$ cat config.mk
export PLATFORM = sky130hd
export DESIGN_NAME = sysclk_prescaler
export DESIGN_NICKNAME = d
export VERILOG_FILES = /design/src/rtl/sysclk_pkg.sv /design/src/rtl/clk_cfg_reg.sv /design/src/rtl/clk_src_mux.sv /design/src/rtl/clk_div_sync.sv /design/src/rtl/per_clk_gate.sv /design/src/rtl/sysclk_prescaler.sv
export SDC_FILE = /design/constraint.sdc
export NUM_CORES = 1
export LEC_CHECK = 0
export CORE_UTILIZATION = 42
export DETAILED_ROUTE_END_ITERATION = 7
export PLACE_DENSITY = 0.77
export SETUP_SLACK_MARGIN = 0.1
export SLEW_MARGIN = 5
export SYNTH_ARGS = -nofsm -noshare
export SYNTH_HDL_FRONTEND = slang
export SYNTH_SLANG_ARGS = --single-unit
$ cat constraint.sdc
create_clock -name clk_i -period 2.05 [get_ports clk_i]
set_input_delay 0.205 -clock clk_i [delete_from_list [all_inputs] [get_ports clk_i]]
set_output_delay 0.205 -clock clk_i [all_outputs]
set_load 0.02 [all_outputs]
$ cat src/rtl/sysclk_pkg.sv
package sysclk_pkg;
  localparam int N_OSC  = 4;
  localparam int OSEL_W = $clog2(N_OSC);
  localparam int REG_W  = 4;
  localparam int CNT_W  = 4;

  typedef struct packed {
    logic       keep_per;
    logic       use_rc1;
    logic [1:0] rate;
  } clk_cfg_t;

  localparam clk_cfg_t CFG_RST = 4'b1111;

  // source ticks per half period for each rate code
  function automatic logic [CNT_W-1:0] half_ticks(input logic [1:0] rate);
    case (rate)
      2'b00:   return CNT_W'(8);
      2'b11:   return CNT_W'(4);
      2'b10:   return CNT_W'(2);
      default: return CNT_W'(1);
    endcase
  endfunction
endpackage

$ cat src/rtl/clk_cfg_reg.sv
module clk_cfg_reg
  import sysclk_pkg::*;
#(
  parameter int ADDR_W   = 4,
  parameter int CFG_ADDR = 3
) (
  input  logic              clk_i,
  input  logic              rst_ni,
  input  logic              wr_en_i,
  input  logic [ADDR_W-1:0] addr_i,
  input  logic [REG_W-1:0]  wdata_i,
  input  logic              done_i,
  output clk_cfg_t          cfg_o,
  output logic              busy_o
);
  clk_cfg_t cfg_q;
  logic     busy_q;
  logic     wr_hit;

  assign wr_hit = wr_en_i && (addr_i == ADDR_W'(CFG_ADDR));

  always_ff @(posedge clk_i or negedge rst_ni) begin
    if (!rst_ni) begin
      cfg_q  <= CFG_RST;
      busy_q <= 1'b0;
    end else if (wr_hit) begin
      cfg_q  <= clk_cfg_t'(wdata_i);
      busy_q <= 1'b1;
    end else if (done_i) begin
      busy_q <= 1'b0;
    end
  end

  assign cfg_o  = cfg_q;
  assign busy_o = busy_q;

  p_busy_set_r5: assert property (@(posedge clk_i) disable iff (!rst_ni)
    wr_hit |=> busy_q);
  p_busy_hold_r5: assert property (@(posedge clk_i) disable iff (!rst_ni)
    (busy_q && !done_i) |=> busy_q);
  p_cfg_hold_r2: assert property (@(posedge clk_i) disable iff (!rst_ni)
    !wr_hit |=> $stable(cfg_q));
endmodule

$ cat src/rtl/clk_src_mux.sv
module clk_src_mux
  import sysclk_pkg::*;
(
  input  logic [N_OSC-1:0]  osc_tick_i,
  input  logic              rc1_tick_i,
  input  logic              use_rc1_i,
  input  logic [OSEL_W-1:0] osel_i,
  output logic              tick_o
);
  logic [N_OSC-1:0] hit;

  for (genvar k = 0; k < N_OSC; k++) begin : g_sel
    assign hit[k] = osc_tick_i[k] && (osel_i == OSEL_W'(k));
  end

  assign tick_o = use_rc1_i ? rc1_tick_i : |hit;
endmodule

$ cat src/rtl/clk_div_sync.sv
module clk_div_sync
  import sysclk_pkg::*;
(
  input  logic              clk_i,
  input  logic              rst_ni,
  input  logic              tick_i,
  input  logic              busy_i,
  input  logic [1:0]        rate_i,
  input  logic              use_rc1_i,
  input  logic [OSEL_W-1:0] osel_i,
  output logic              act_rc1_o,
  output logic [OSEL_W-1:0] act_osel_o,
  output logic              clk_o,
  output logic              done_o
);
  logic [1:0]        rate_q;
  logic              rc1_q;
  logic [OSEL_W-1:0] osel_q;
  logic [CNT_W-1:0]  cnt_q;
  logic [CNT_W-1:0]  half;
  logic              clk_q;
  logic              last;

  assign half   = half_ticks(rate_q);
  assign last   = (cnt_q == half - 1'b1);
  // switch only where a rising edge would have come
  assign done_o = tick_i && last && !clk_q && busy_i;

  always_ff @(posedge clk_i or negedge rst_ni) begin
    if (!rst_ni) begin
      rate_q <= CFG_RST.rate;
      rc1_q  <= CFG_RST.use_rc1;
      osel_q <= '0;
      cnt_q  <= '0;
      clk_q  <= 1'b0;
    end else if (tick_i) begin
      if (last) begin
        cnt_q <= '0;
        if (clk_q) begin
          clk_q <= 1'b0;
        end else if (busy_i) begin
          rate_q <= rate_i;
          rc1_q  <= use_rc1_i;
          osel_q <= osel_i;
        end else begin
          clk_q <= 1'b1;
        end
      end else begin
        cnt_q <= cnt_q + 1'b1;
      end
    end
  end

  assign act_rc1_o  = rc1_q;
  assign act_osel_o = osel_q;
  assign clk_o      = clk_q;

  p_cnt_range_r3: assert property (@(posedge clk_i) disable iff (!rst_ni)
    cnt_q < half);
  p_edge_on_tick_r3: assert property (@(posedge clk_i) disable iff (!rst_ni)
    !$stable(clk_q) |-> $past(tick_i));
  p_switch_low_r6: assert property (@(posedge clk_i) disable iff (!rst_ni)
    !$stable({rate_q, rc1_q, osel_q}) |-> (!clk_q && !$past(clk_q)));
  p_switch_busy_r5: assert property (@(posedge clk_i) disable iff (!rst_ni)
    !$stable({rate_q, rc1_q, osel_q}) |-> $past(busy_i));
endmodule

$ cat src/rtl/per_clk_gate.sv
module per_clk_gate (
  input  logic clk_i,
  input  logic rst_ni,
  input  logic core_clk_i,
  input  logic keep_i,
  input  logic sleep_i,
  output logic per_clk_o
);
  logic en_q;

  // enable only moves while the core clock is low
  always_ff @(posedge clk_i or negedge rst_ni) begin
    if (!rst_ni)          en_q <= 1'b1;
    else if (!core_clk_i) en_q <= keep_i || !sleep_i;
  end

  assign per_clk_o = core_clk_i && en_q;

  p_gate_low_r9: assert property (@(posedge clk_i) disable iff (!rst_ni)
    !$stable(en_q) |-> !$past(core_clk_i));
endmodule

$ cat src/rtl/sysclk_prescaler.sv
module sysclk_prescaler
  import sysclk_pkg::*;
#(
  parameter int ADDR_W   = 4,
  parameter int CFG_ADDR = 3
) (
  input  logic              clk_i,
  input  logic              rst_ni,
  input  logic              wr_en_i,
  input  logic [ADDR_W-1:0] addr_i,
  input  logic [REG_W-1:0]  wdata_i,
  input  logic [OSEL_W-1:0] osc_sel_i,
  input  logic [N_OSC-1:0]  osc_tick_i,
  input  logic              rc1_tick_i,
  input  logic              sleep_i,
  output logic              core_clk_o,
  output logic              per_clk_o,
  output logic              busy_o
);
  clk_cfg_t          cfg;
  logic              busy;
  logic              done;
  logic              tick;
  logic              act_rc1;
  logic [OSEL_W-1:0] act_osel;
  logic              core_clk;

  clk_cfg_reg #(.ADDR_W(ADDR_W), .CFG_ADDR(CFG_ADDR)) u_reg (
    .clk_i   (clk_i),
    .rst_ni  (rst_ni),
    .wr_en_i (wr_en_i),
    .addr_i  (addr_i),
    .wdata_i (wdata_i),
    .done_i  (done),
    .cfg_o   (cfg),
    .busy_o  (busy)
  );

  clk_src_mux u_mux (
    .osc_tick_i (osc_tick_i),
    .rc1_tick_i (rc1_tick_i),
    .use_rc1_i  (act_rc1),
    .osel_i     (act_osel),
    .tick_o     (tick)
  );

  clk_div_sync u_div (
    .clk_i      (clk_i),
    .rst_ni     (rst_ni),
    .tick_i     (tick),
    .busy_i     (busy),
    .rate_i     (cfg.rate),
    .use_rc1_i  (cfg.use_rc1),
    .osel_i     (osc_sel_i),
    .act_rc1_o  (act_rc1),
    .act_osel_o (act_osel),
    .clk_o      (core_clk),
    .done_o     (done)
  );

  per_clk_gate u_gate (
    .clk_i      (clk_i),
    .rst_ni     (rst_ni),
    .core_clk_i (core_clk),
    .keep_i     (cfg.keep_per),
    .sleep_i    (sleep_i),
    .per_clk_o  (per_clk_o)
  );

  assign core_clk_o = core_clk;
  assign busy_o     = busy;
endmodule

# After elaboration in Yosys (flattened, before gate mapping)
# Index checks and enable logic that the tools add are counted.
dict set report word_totals {
  register_bits 16
  inputBits 19
  out_inout_bits 3
}
dict set report op_classes {
  add_sub_neg 2
  eq_ne 7
  n_mux 7
  bitwise 1
  n_reduce_logical 18
}
# op count
set ops {}
lappend ops {{4-bit case mux with 3 select lines} 1}
lappend ops {{1-bit logical AND} 9}
lappend ops {{2-bit equality test, second input constant} 4}
lappend ops {{1-bit 2-to-1 mux} 5}
lappend ops {{4-bit by 1-bit adder with 4-bit output, second input constant} 1}
lappend ops {{4-bit by 2-bit equality test with 1-bit output, second input constant} 1}
lappend ops {{4-bit equality test} 1}
lappend ops {{2-bit logical NOT} 2}
lappend ops {{4-bit 2-to-1 mux} 1}
lappend ops {{4-bit AND reduction} 1}
lappend ops {{4-bit OR reduction} 1}
lappend ops {{4-bit by 1-bit subtractor with 4-bit output, second input constant} 1}
lappend ops {{2-bit by 1-bit equality test with 1-bit output, second input constant} 1}
lappend ops {{1-bit logical NOT} 2}
lappend ops {{2-bit AND reduction} 1}
lappend ops {{2-bit nonzero test} 1}
lappend ops {{1-bit logical OR} 1}
lappend ops {{1-bit inverter} 1}

# Logic depth before layout (Yosys ltp)
dict set report logic_depth {
  word_depth 9
  depth_mapped 7
  ltp_nobuf 7
}

# Cells and area by module
# A second synthesis with hierarchy kept.
dict set report hier_totals {
  hier_cells 72
  area_unflattened_um2 852.1
}
# mod n_inst cells_per_inst area_per_inst_um2 seq_area_each_um2
set by_module_without_submodules {}
lappend by_module_without_submodules {clk_div_sync 1 48 548.0 254.0}
lappend by_module_without_submodules {clk_cfg_reg 1 13 211.5 130.1}
lappend by_module_without_submodules {per_clk_gate 1 5 50.0 26.3}
lappend by_module_without_submodules {clk_src_mux 1 6 42.5 0.0}

# Worst setup path after synthesis
# Ideal clock, no wire load.
dict set report synth_path {
  path_kind {reg2reg}
  startpoint {register u_div.rate_q[0]}
  endpoint {register u_div.osel_q[0], in the netlist u_div.act_osel_o[0]}
  t_arrival_ns 1.852
  t_required_ns 1.923
  path_slack_ns 0.070
  stages_incl_launch_ff 8
  n_path_buf 0
  cell_sequence {dfstp_2 > inv_1 > ha_1 > xor2_1 > and3_1 > o211ai_2 > nor4_4 > mux2_1}
}
dict set report synth_between {
  elab_chain_cells 5
  elab_cells_between_ends 7
  classes_between {1 x add/sub; 3 x eq/ne; 1 x mux; 2 x reduce/logical}
}
# item line
set synth_rtl {}
lappend synth_rtl {{from (decl)} clk_div_sync.sv:16} ;# logic [1:0] rate_q;
lappend synth_rtl {{from (signal assigned)} clk_div_sync.sv:31} ;# rate_q <= CFG_RST.rate;
lappend synth_rtl {{from (signal assigned)} clk_div_sync.sv:42} ;# rate_q <= rate_i;
lappend synth_rtl {{2-bit equality test / 2-bit logical NOT (equally long branches)} sysclk_pkg.sv:17} ;# case (rate)
lappend synth_rtl {{4-bit case mux with 3 select lines *} sysclk_pkg.sv:17}
lappend synth_rtl {{4-bit by 1-bit subtractor with 4-bit output *} clk_div_sync.sv:25} ;# assign last = (cnt_q == half - 1'b1);
lappend synth_rtl {{4-bit equality test *} clk_div_sync.sv:25}
lappend synth_rtl {{4-bit AND reduction (no line) *} --}
lappend synth_rtl {{to (signal assigned)} clk_div_sync.sv:44} ;# osel_q <= osel_i;
lappend synth_rtl {{to (decl)} clk_div_sync.sv:18} ;# logic [OSEL_W-1:0] osel_q;
# Mark *: on every way between the ends. The rest lies on a longest branch, timed or not.
# A chain may end at the register's enable or synchronous reset.

# Worst setup path after layout
dict set report layout_path {
  startpoint {register u_div.rate_q[0]}
  endpoint {register u_div.osel_q[1], in the netlist u_div.act_osel_o[1]}
}
# Same word-level chain as after synthesis.

==> metrics.md <==
| Metric | Value |
|---|---|
| Max cap viols | 0 |
| EDFF count, synth | 0 |
| Ys Warns | 0 |
| Slew Limit Headroom | 0.5352 |
| CTS tree | done |
| Worst r2r path cells | 8 |
| Fin. Hold Viols | 0 |
| Total Neg Setup Slack | 0 ns |
| Detail Route Antenna Nets | 0 |
| Clk_lat worst skew | 0.29 ns |
| Final setup margin | 0.1031 ns |
| Async set-reset flop share out of synthesis | 1.000 |
| Core Footprint | 1802 um2 |
| DR vias | 610 |
| Hold_ws | 0.3297 ns |
| Hold-fix buffers at CTS | 0 |
| H-tree levels | 1 |
| Minimum clock period | 1.947 ns |
| R2R Setup Slk | 0.10 ns |
| TritonCTS Sinks | 16 |
| CP Max Fanout | 5 |
| I/O pin cnt | 22 |
| Synth top area cells | dfstp_2 (25%), dfrtp_1 (24%), mux2_1 (6.7%), mux2_2 (6.7%), ha_1 (5.9%) |
| Area share of the largest cell type after synthesis | 0.2493 |
| Via-to-Cell Ratio | 5.126 |
| Placed Instances | 113 |
| Pwr/cell area | 1439 nW/um2 |
| Area leader, netlist | dfstp_2 |
| Fmax | 0.5136 GHz |
| Cells after Synth | 65 |
| Hold Path Class | in2async |
| Post-synthesis cell type count | 30 |
| Clock buffer depth | 2 |
| Clk root buf | clkbuf_4 |
| Measured slew at the worst slew-check pin | 0.6950 ns |
| Setup Crit Path Kind | reg2reg |
| Largest net degree at the start of global routing | 17 |
| Syn_area_per_cell | 12.97 um2 |
| Starting Density | 0.4681 |
| Avg WL per Cell | 12.25 um |
| Met1 Resource Use GR | 0.2136 |
| Crit start category | register |
| Static Leak | 0.4962 nW |
| Die area | 2191 um2 |
| CP endpoint kind | register |
| Worst r2r dst | u_div.act_osel_o[1] |
| Met3 Usage GRT | 0.04231 |
| Gr busiest metal | met2 |
| RSZ-0062 raised after global routing | true |
| Initial antenna violation count | 0 |
| R2R Path Start | u_div.rate_q[0] |
| Layout cell share with drive strength beyond 1 | 0.3404 |
| CP bufs+invs | 2 |
| Total track usage | 0.1636 |
| TritonRoute pass-1 iters | 5 |
| CP Cell Sequence | inv_2 -> ha_4 -> xor2_2 -> and3_1 -> o211ai_2 -> nor4_4 -> buf_4 -> mux2_4 |
| Reg clk slew, reported paths | 0.09 ns |
| Status | finished clean |
| Initial DRC Count | 4 |
| Ant. Diodes | 0 |
| CP max-delay cell | dfstp_2 |
| Critical Path AT | 2.11 ns |
| CTS Buf Count | 3 |
| Post-synth net total | 88 |
| Kind of cell adding the most delay to the critical path | flip-flops |
| Die height | 46.81 um |
| Final nets | 118 |
| Met2 usage | 0.2417 |
| Port Buffer Count | 21 |
| WP data required | 2.21 ns |
| DRC errors left | 0 |
| DP Worst Slack | 0.02682 ns |
| Max Clock Skew | 0.01437 ns |
| Final HPWL DP | 1.120 mm |
| Final cycle utilization of the critical path | 0.9497 |
| Synth Register Bits | 16 |
| Fin. max-slew vios | 0 |
| Area Overhead vs Synth | 40.06% |
| Number of global-route vias before repair | 601 |
| Setup violations, final | 0 |
| Cell row count | 15 |
| First-pass GRT wire length | 2.490 mm |
| Mapped Area | 843.3 um2 |
| Ys flop type | dfstp_2 |
| Sequential cell area fraction in the yosys report | 0.4866 |
| Die Width | 46.81 um |
| Worst vdd ir | 0.7473 mV |
| Placer Congestion | 0.7317 |
| Critical Path Max Stage Delay | 0.55 ns |
| Drt total wl | 1.458 mm |
| Overflow after GRT | 0 |
| Layout Cells excl Fill | 119 |
==> power by group <==
group	internal, mW	switching [mW]	total (mW)
registers	0.493	0.146	0.639
logic	0.501	0.393	0.894
clock network	0.0755	0.0919	0.167
total	1.07	0.631	1.70
==> layout by cell type, fill, tap and decap left out, types with 2 or more instances in the layout <==
master / Yosys / final
mux2_4: 1 / 3
nor2_1: 3 / 3
dfstp_2: 8 / 8
buf_4: 0 / 4
nor2b_1: 3 / 2
a22o_1: 2 / 2
xor2_1: 3 / 2
clkdlybuf4s50_1: 0 / 21
dfrtp_1: 8 / 8
ha_1: 4 / 3
mux2_2: 5 / 5
clkbuf_4: 0 / 3
mux2_1: 5 / 3
inv_2: 0 / 2
==> sequential cells by signal, summed over array words and instances (netlist names) <==
signal,cells
u_div.cnt_q,4
u_div.clk_o,1
u_div.act_rc1_o,1
u_div.act_osel_o,2
u_reg.busy_o,1
u_reg.cfg_o,4
u_div.rate_q,2
u_gate.en_q,1
==> synthesized netlist by cell type, drive strengths merged, types with 2 or more instances <==
library cell   n
dfrtp          8
dfstp          8
nor3           2
xor2           3
a22o           2
mux2          11
nor2           3
o21ai          2
inv            3
nor2b          3
ha             4
==> metal layers <==
layer / vias to the layer above / share of wire
met5: - / 0
met4: 0 / 0.023
met3: 4 / 0.043
met2: 16 / 0.48
met1: 294 / 0.45
li1: 296 / -
==> metrics by stage <==
stage / area [um2] / power, mW / util
2_1_floorplan: 845.8 / 1.163 / -
5_1_grt: 1181 / 1.835 / 0.6556
3_3_place_gp: 1102 / 1.382 / 0.6118
3_5_place_dp: 1102 / 1.405 / 0.6118
6_report: 1181 / 1.700 / 0.6556
4_1_cts: 1159 / 1.640 / 0.6431
==> final cells by class <==
cell class | instances | area, um2
Multi-Input combinational cell | 46 | 461.7
Sequential cell | 16 | 410.4
Fill cell | 159 | 620.6
Tap cell | 25 | 31.28
Timing Repair Buffer | 25 | 240.2
Clock buffer | 4 | 26.28
Inverter | 3 | 11.26
==> logic make-up after synthesis <==
kind of cell / share of synthesized area
muxes: 0.1632
and+or+nand+nor: 0.1410
xor gates and xnor gates: 0.03116
DFF: 0.4866
AOI/OAI and AO/OA: 0.1053
buffers and inverters: 0.01335
adders and majority gates: 0.05935
==> worst max path at each step <==
stage                    startpoint             endpoint  cells after the start  slack (ns)
floorplan           u_div.rate_q[0]  u_div.act_osel_o[0]                      7        0.11
global placement    u_div.rate_q[0]       u_div.cnt_q[0]                      8        0.08
detailed placement  u_div.rate_q[0]  u_div.act_osel_o[0]                      7        0.03
CTS                 u_div.rate_q[0]  u_div.act_osel_o[0]                      8        0.09
global route        u_div.rate_q[1]  u_div.act_osel_o[1]                      8      -0.009
finish              u_div.rate_q[0]  u_div.act_osel_o[1]                      8        0.10
==> what timing repair did <==
action	CTS	global route
setup endpoints to repair	8	10
gates resized for setup	4	4
setup buffers	2	0
cloned	0	0
Note: power is estimated with default switching activity, not from simulation.
